===== src/rtl/pfcPwmPkg.sv =====
package pfcPwmPkg;
  localparam int PRE_W = 10;

  typedef struct packed {
    logic tick;
    logic atBottom;
    logic countingUp;
  } ctlStrobe_t;

  typedef enum logic [1:0] {
    MODE_OFF = 2'd0,
    MODE_TOG = 2'd1,
    MODE_NON = 2'd2,
    MODE_INV = 2'd3
  } waveMode_e;

  function automatic logic [PRE_W:0] preMask(input logic [2:0] sel);
    // bit PRE_W is the enable, low bits the divider mask (N-1)
    case (sel)
      3'd1: preMask = {1'b1, 10'd0};
      3'd2: preMask = {1'b1, 10'd7};
      3'd3: preMask = {1'b1, 10'd63};
      3'd4: preMask = {1'b1, 10'd255};
      3'd5: preMask = {1'b1, 10'd1023};
      default: preMask = '0;
    endcase
  endfunction
endpackage


===== src/rtl/pfcPwmCtrl.sv =====
module pfcPwmCtrl
  import pfcPwmPkg::*;
#(
  parameter int CNT_W = 16
) (
  input  logic             clk,
  input  logic             rstN,
  input  logic [2:0]       clkSel,
  input  logic [CNT_W-1:0] topEff,
  output logic [CNT_W-1:0] cnt,
  output ctlStrobe_t       strobe
);
  logic [PRE_W-1:0] preCnt;
  logic [PRE_W:0]   selMask;
  logic             tick;
  logic             dirUp;

  assign selMask = preMask(clkSel);
  assign tick    = selMask[PRE_W] && ((preCnt & selMask[PRE_W-1:0]) == selMask[PRE_W-1:0]);

  always_ff @(posedge clk) begin
    if (!rstN) preCnt <= '0;
    else       preCnt <= preCnt + 1'b1;
  end

  always_ff @(posedge clk) begin
    if (!rstN) begin
      cnt   <= '0;
      dirUp <= 1'b1;
    end else if (tick) begin
      if (cnt == '0) begin
        if (topEff != '0) begin
          cnt   <= {{(CNT_W-1){1'b0}}, 1'b1};
          dirUp <= 1'b1;
        end
      end else if (dirUp && cnt >= topEff) begin
        cnt   <= cnt - 1'b1;
        dirUp <= 1'b0;
      end else if (dirUp) begin
        cnt <= cnt + 1'b1;
      end else begin
        cnt <= cnt - 1'b1;
      end
    end
  end

  assign strobe.tick       = tick;
  assign strobe.atBottom   = tick && (cnt == '0);
  assign strobe.countingUp = dirUp;
endmodule


===== src/rtl/pfcPwmDatapath.sv =====
module pfcPwmDatapath
  import pfcPwmPkg::*;
#(
  parameter int CNT_W  = 16,
  parameter int NUM_CH = 2
) (
  input  logic                  clk,
  input  logic                  rstN,
  input  ctlStrobe_t            strobe,
  input  logic [CNT_W-1:0]      cnt,
  input  logic                  topWrEn,
  input  logic [CNT_W-1:0]      topWrData,
  input  logic                  topFromA,
  input  logic [NUM_CH-1:0]     cmpWrEn,
  input  logic [CNT_W-1:0]      cmpWrData,
  input  logic [2*NUM_CH-1:0]   outMode,
  input  logic [NUM_CH-1:0]     flagClr,
  input  logic                  ovfClr,
  output logic [CNT_W-1:0]      topEff,
  output logic [NUM_CH-1:0]     wave,
  output logic [NUM_CH-1:0]     cmpFlag,
  output logic                  ovfFlag
);
  logic [CNT_W-1:0] topBuf, topAct;
  logic             selAct;
  logic [CNT_W-1:0] cmpActArr [NUM_CH];

  always_ff @(posedge clk) begin
    if (!rstN) begin
      topBuf <= '0;
      topAct <= '0;
      selAct <= 1'b0;
    end else begin
      if (topWrEn) topBuf <= topWrData;
      if (strobe.atBottom) begin
        topAct <= topBuf;
        selAct <= topFromA;
      end
    end
  end

  assign topEff = selAct ? cmpActArr[0] : topAct;

  always_ff @(posedge clk) begin
    if (!rstN)                 ovfFlag <= 1'b0;
    else if (strobe.atBottom)  ovfFlag <= 1'b1;
    else if (ovfClr)           ovfFlag <= 1'b0;
  end

  for (genvar g = 0; g < NUM_CH; g++) begin : gCh
    logic [CNT_W-1:0] cmpBuf, cmpAct;
    logic             waveR, flagR, hit, level;
    waveMode_e        mode;

    assign mode  = waveMode_e'(outMode[2*g+1:2*g]);
    assign hit   = strobe.tick && (cnt == cmpAct);
    assign level = (cmpAct == '0)     ? 1'b0 :
                   (cmpAct == topEff) ? 1'b1 : !strobe.countingUp;
    assign cmpActArr[g] = cmpAct;

    always_ff @(posedge clk) begin
      if (!rstN) begin
        cmpBuf <= '0;
        cmpAct <= '0;
      end else begin
        if (cmpWrEn[g])      cmpBuf <= cmpWrData;
        if (strobe.atBottom) cmpAct <= cmpBuf;
      end
    end

    always_ff @(posedge clk) begin
      if (!rstN) waveR <= 1'b0;
      else if (hit) begin
        case (mode)
          MODE_TOG: waveR <= !waveR;
          MODE_NON: waveR <= level;
          MODE_INV: waveR <= !level;
          default:  waveR <= waveR;
        endcase
      end
    end

    always_ff @(posedge clk) begin
      if (!rstN)         flagR <= 1'b0;
      else if (hit)      flagR <= 1'b1;
      else if (flagClr[g]) flagR <= 1'b0;
    end

    assign wave[g]    = (mode == MODE_OFF) ? 1'b0 : waveR;
    assign cmpFlag[g] = flagR;
  end
endmodule


===== src/rtl/pfcPwmTimer.sv =====
module pfcPwmTimer
  import pfcPwmPkg::*;
#(
  parameter int CNT_W  = 16,
  parameter int NUM_CH = 2
) (
  input  logic                clk,
  input  logic                rstN,
  input  logic [2:0]          clkSel,
  input  logic                topWrEn,
  input  logic [CNT_W-1:0]    topWrData,
  input  logic                topFromA,
  input  logic [NUM_CH-1:0]   cmpWrEn,
  input  logic [CNT_W-1:0]    cmpWrData,
  input  logic [2*NUM_CH-1:0] outMode,
  input  logic [NUM_CH-1:0]   dirOut,
  input  logic [NUM_CH-1:0]   flagClr,
  input  logic                ovfClr,
  output logic [CNT_W-1:0]    count,
  output logic [NUM_CH-1:0]   pinOut,
  output logic [NUM_CH-1:0]   pinOe,
  output logic [NUM_CH-1:0]   cmpFlag,
  output logic                ovfFlag
);
  ctlStrobe_t        strobe;
  logic [CNT_W-1:0]  topEff;
  logic [NUM_CH-1:0] wave;

  pfcPwmCtrl #(.CNT_W(CNT_W)) u_ctrl (
    .clk(clk), .rstN(rstN), .clkSel(clkSel), .topEff(topEff),
    .cnt(count), .strobe(strobe)
  );

  pfcPwmDatapath #(.CNT_W(CNT_W), .NUM_CH(NUM_CH)) u_dp (
    .clk(clk), .rstN(rstN), .strobe(strobe), .cnt(count),
    .topWrEn(topWrEn), .topWrData(topWrData), .topFromA(topFromA),
    .cmpWrEn(cmpWrEn), .cmpWrData(cmpWrData), .outMode(outMode),
    .flagClr(flagClr), .ovfClr(ovfClr), .topEff(topEff),
    .wave(wave), .cmpFlag(cmpFlag), .ovfFlag(ovfFlag)
  );

  assign pinOe  = dirOut;
  assign pinOut = wave & dirOut;
endmodule


===== config.mk =====
export PLATFORM = sky130hd
export DESIGN_NAME = pfcPwmTimer
export DESIGN_NICKNAME = d
export VERILOG_FILES = /design/src/rtl/pfcPwmPkg.sv /design/src/rtl/pfcPwmCtrl.sv /design/src/rtl/pfcPwmDatapath.sv /design/src/rtl/pfcPwmTimer.sv
export SDC_FILE = /design/constraint.sdc
export NUM_CORES = 1
export LEC_CHECK = 0
export CORE_UTILIZATION = 45
export CTS_CLUSTER_DIAMETER = 150
export DETAILED_ROUTE_END_ITERATION = 6
export GPL_TIMING_DRIVEN = 0
export PLACE_DENSITY = 0.77
export REMOVE_ABC_BUFFERS = 1
export SYNTH_ARGS = -nofsm -noshare
export SYNTH_HDL_FRONTEND = slang
export SYNTH_SLANG_ARGS = --single-unit

===== constraint.sdc =====
create_clock -name clk -period 3.3 [get_ports clk]
set_clock_uncertainty 0.2 [all_clocks]
set_input_delay 0.825 -clock clk [delete_from_list [all_inputs] [get_ports clk]]
set_output_delay 0.825 -clock clk [all_outputs]
set_load 0.05 [all_outputs]

# Word-level counts from Yosys, hierarchy flattened
# Index checks and enable logic that the tools add are counted.
[word_totals]
output_inout_bits = 23
in_bits = 50
wordCells = 87
reg_bits = 129
[op_classes]
order_cmp = 1
mux = 23
n_bitwise = 2
add_sub_neg = 3
n_reduce_logical = 26
eq_ne = 17
[op_table]
columns = ["op", "n"]
rows = [
  ["$mux 16", 5],
  ["$eq 16x16->1", 4],
  ["$pmux 11 s5", 1],
  ["$logic_not 16->1", 3],
  ["$add 16x1->16 const B", 1],
  ["$ge 16x16->1", 1],
  ["$reduce_bool 16->1", 1],
  ["$sub 16x1->16 const B", 1],
  ["$mux 1", 15],
  ["$add 10x1->10 const B", 1],
  ["$and 10x10->10", 1],
  ["$eq 10x10->1", 1],
  ["$eq 2x2->1 const B", 4],
  ["$reduce_bool 2->1", 4],
  ["$eq 3x2->1 const B", 2],
  ["$eq 3x3->1 const B", 2],
  ["$pmux 1 s3", 2],
  ["$reduce_and 2->1", 3],
  ["$reduce_bool 3->1", 2],
  ["$logic_and 1x1->1", 5],
  ["$logic_not 1->1", 5],
  ["$eq 2x1->1 const B", 2],
  ["$logic_not 2->1", 2],
  ["$eq 3x1->1 const B", 1],
  ["other kinds (3)", 3],
]

# Longest topological paths before layout
[depth]
ltp_word = 7
depth_mapped = 12
ltp_nobuf = 9

# Hierarchy
# A second synthesis with hierarchy kept.
[unflattened]
cells_unflattened = 765
area_unflattened_um2 = 6962.9
[by_module_without_submodules]
columns = ["module", "cells_per_inst", "seq_area_each_um2", "area_each_um2", "n_inst"]
rows = [
  ["pfcPwmDatapath", 467, 2042.0, 4608.2, 1],
  ["pfcPwmCtrl", 294, 540.5, 2327.2, 1],
  ["pfcPwmTimer", 4, 0.0, 27.5, 1],
]

# Least setup slack after synthesis
# OpenSTA, ideal clock, no wires.
[synth_timing]
path_kind = "flip-flop to flip-flop"
from = "reg u_dp.selAct"
to = "reg u_ctrl.cnt[15]"
setup_ns = 0.069
arrival_time_ns = 3.146
stages_incl_launch_ff = 13
period_less_slack_ns = 3.415
setup_slack_ns = -0.115
t_required_ns = 3.031
path_buffers = 3
cell_sequence = "dfxtp_1 buf_1 mux2_2 ha_1 nand2b_1 a211o_1 a21oi_1 o21ai_0 clkbuf_1 buf_1 nand2_1 a2111o_1 o21ai_1"
[synth_via]
elab_chain_len = 5
word_cells_on_any_way = 8
classes_between = "order compare (1); eq/ne (1); mux (3); reduce/logical (3)"
[synth_rtl]
columns = ["item", "line", "text"]
rows = [
  ["start, declared", "pfcPwmDatapath.sv:25", "logic selAct;"],
  ["start signal, assigned", "pfcPwmDatapath.sv:37", "selAct <= topFromA;"],
  ["$mux 16 *", "pfcPwmDatapath.sv:42", "assign topEff = selAct ? cmpActArr[0] : topAct;"],
  ["$ge 16x16->1", "pfcPwmCtrl.sv:36", "end else if (dirUp && cnt >= topEff) begin"],
  ["$logic_and 1x1->1", "pfcPwmCtrl.sv:36", ""],
  ["$mux 16", "pfcPwmCtrl.sv:36", ""],
  ["$mux 16", "pfcPwmCtrl.sv:31", "if (cnt == '0) begin"],
  ["end signal, assigned", "pfcPwmCtrl.sv:33", "cnt <= {{(CNT_W-1){1'b0}}, 1'b1};"],
  ["end signal, assigned", "pfcPwmCtrl.sv:37", "cnt <= cnt - 1'b1;"],
  ["end signal, assigned", "pfcPwmCtrl.sv:40", "cnt <= cnt + 1'b1;"],
  ["end, declared", "pfcPwmCtrl.sv:10", "output logic [CNT_W-1:0] cnt,"],
]
# Mark *: on every way between the ends. The rest lies on a longest branch, timed or not.
# A chain may end at the register's enable or synchronous reset.

# Worst setup path in the final report
[layout_timing]
from = "in outMode[1]"
to = "out pinOut[0]"
[layout_via]
elab_chain_len = 3
[layout_rtl]
columns = ["item", "line", "text"]
rows = [
  ["start, declared", "pfcPwmTimer.sv:15", "input logic [2*NUM_CH-1:0] outMode,"],
  ["$logic_not 2->1", "pfcPwmDatapath.sv:89", "assign wave[g] = (mode == MODE_OFF) ? 1'b0 : waveR;"],
  ["$mux 1", "pfcPwmDatapath.sv:89", ""],
  ["$and 2x2->2", "pfcPwmTimer.sv:43", "assign pinOut = wave & dirOut;"],
  ["end, declared", "pfcPwmTimer.sv:20", "output logic [NUM_CH-1:0] pinOut,"],
]
# Every way passes these cells.

==> metrics <==
status complete, no violations; die height 126 um; Synth Instances ~790; Post-Synth Adder-Cell Area 3.79%; HP Class flip-flop to flip-flop; routed len/inst roughly 17 um; Detail Placement HPWL around 12000 um; simple-gate share of the synthesized area 22.9%; vias per cell between 5 and 6; CP Class input pin to primary output; Yosys top cell by area dfxtp_1; n_diodes 0; Critical Path AT approximately 2.2 ns; kind of end point of the critical path primary output; Final Total Pwr around 10 mW; Total Routing Usage GR a little under a quarter; largest net degree at the start of global routing 100; # fillers 1293; Sink Count between 100 and 150; fin util 58.2%; unrepaired setup endpoints after global routing no; first-pass GRT wire length around 28000 um; Yosys reg bits about 130; Final WS setup about 0.07 ns; Root Buffer clkbuf_16; initial antenna violation count 0; Post-Layout Cell Count approximately 1100; DR DRC count 0; post-synthesis mux area share approximately 11%; Place WS -1.19 ns; Port Buf Inserts 72; area of the multi-input gates 0.00435 mm^2; ys flop type dfxtp_1; leading cell type by number of instances after synthesis dfxtp_1; CTS Hold Bufs 0; clk buf depth 2; Slew @ Worst Pin 1.12 ns; Post-Syn Area a little under 0.007 mm^2; Critical Path Fanout Max 3; Hold Crit Depth 1; Post-Synth XOR/XNOR Area 9.22%; share of flip-flops with an asynchronous set or reset 0%; die area ~0.016 mm^2; iteration count of the initial detailed-routing pass 7; Lkg Pwr roughly 3.3 nW; fin nets 927; power density over cell area 1170 mW/mm^2; Yosys Warn Count 0; gr ovfl total 0; total routed wirelength between 15000 and 20000 um; achievable clock frequency slightly above 300 MHz; Cell Count Post-Placement 1003; distinct cell type count after synthesis between 50 and 60; Cell Area, Placed 0.00771 mm^2; initial drt markers between 300 and 400; Pins Over Slew Limit 0; Storage cell area about 0.0026 mm^2; H-tree depth 4; Clock transition at path regs 0.06 ns; GPL Wtd Cong 0.916; total CTS buffers 17; initial core utilization 45.8%; final setup fails 0; clk_lat worst skew roughly 0.43 ns; Ports 73; worst path required time approximately 2.3 ns; number of global-route vias before repair about 5500; Synth area leaders dfxtp_1 37%, mux2i_1 10%, xnor2_1 8.7%; Synth Area in Compound Gates a little under an eighth; CTS tree yes; final period utilization a little over nine tenths; layout cells sized above 1 11.5%; DIE WIDTH between 100 and 150 um; Routed Antenna Nets 0; sequential share of the synthesized area approximately 37%; Yosys top cell area share between 30% and 40%; Post-synth EDFFs 0; Vias 5903; Fin Setup TNS 0 ns; Layout Area Growth over Synthesis 27.1%; CP startpoint kind input pin; Fin Hold WS between 0.2 and 0.25 ns; post-layout min period between 3 and 4 ns; Core Region 0.0151 mm^2; post-route cell area 0.00881 mm^2; largest family of logic cells by synthesized area simple AND/OR/NAND/NOR gates; Syn Area/Cell 8.73 um^2; Cell Rows 45; Slew headroom about a quarter; max_cap viols 0; worst IR drop on VDD ~0.9 mV; worst r2r path cells 11; Reg2Reg Setup Slack 0.14 ns; top post-synthesis cells by count 129 x dfxtp_1, 126 x nand2_1, 71 x mux2i_1; Final Hold Violating Endpoints 0
## sequential cells by signal, summed over array words and instances, names as in the netlist
name and count:
u_ctrl.cnt 16, u_ctrl.dirUp 1, u_ctrl.preCnt 10, u_dp.gCh.cmpAct 32
u_dp.gCh.cmpBuf 32, u_dp.gCh.flagR 2, u_dp.gCh.waveR 2, u_dp.ovfFlag 1
u_dp.selAct 1, u_dp.topAct 16, u_dp.topBuf 16
## cell families after synthesis
| kind of cell | after synthesis |
|---|---|
| and+or+nand+nor | 316 |
| DFF | 129 |
| AOI/OAI and AO/OA | 115 |
| muxes | 76 |
| xor gates and xnor gates | 73 |
| buffers and inverters | 64 |
| adders and majority gates | 21 |
## metal layers
metal	part of all wire (%)	vias up	track usage, %
met5	0	-	0
met4	2.2	0	9.43
met3	6.3	33	5.69
met2	47	188	37.1
met1	45	2804	28.4
li1	-	2878	-
## report_power, final
part	leakage (nW)	total [mW]	internal, mW	switching [mW]
combinational	1.92	6.12	2.98	3.13
clock	0.304	2.02	1.28	0.743
sequential	1.05	2.19	1.76	0.430
## final timing paths
path                                       start               end
worst min register to register  u_ctrl.preCnt[0]  u_ctrl.preCnt[0]
worst max register to register       u_dp.selAct     u_ctrl.cnt[5]
worst min-delay path            u_ctrl.preCnt[0]  u_ctrl.preCnt[0]
worst max-delay path                  outMode[1]         pinOut[0]
## layout by cell type, fill, tap and decap left out, types with 6 or more instances in the layout
cell	n
mux2i_4	8
ha_4	7
clkdlybuf4s50_1	69
buf_4	20
o21ai_0	14
xnor2_1	69
nor4_1	19
mux2i_1	61
nand2_1	126
a21boi_0	56
a21oi_1	14
nor2b_1	50
nand4_1	19
dfxtp_1	127
clkbuf_16	17
and2_1	12
and3_1	9
nor2_1	20
nor3_1	10
inv_1	6
or3_1	11
ha_1	14
nand3_1	24
## repair_timing
item	4_1_cts	5_1_grt
buffers inserted	7	14
pin swaps	3	10
endpoints found under the setup margin	68	27
resized for setup	33	18
gates cloned	0	1
## worst max-delay path, cell delays in order
cell,delay (ns)
clkdlybuf4s50_1,0.62
nor2_1,0.11
nor2_1,0.11
dlygate4sd2_1,0.53
## final cells by class
cell class | count | area share [%]
Multi-Input combinational cell | 602 | 49.4
Sequential cell | 129 | 29.4
Clock buffer | 18 | 4.87
Inverter | 8 | 0.341
Tap cell | 188 | 2.67
Clock inverter | 13 | 2.27
Timing Repair Buffer | 98 | 11.1
(Power assumes the default switching activity.)
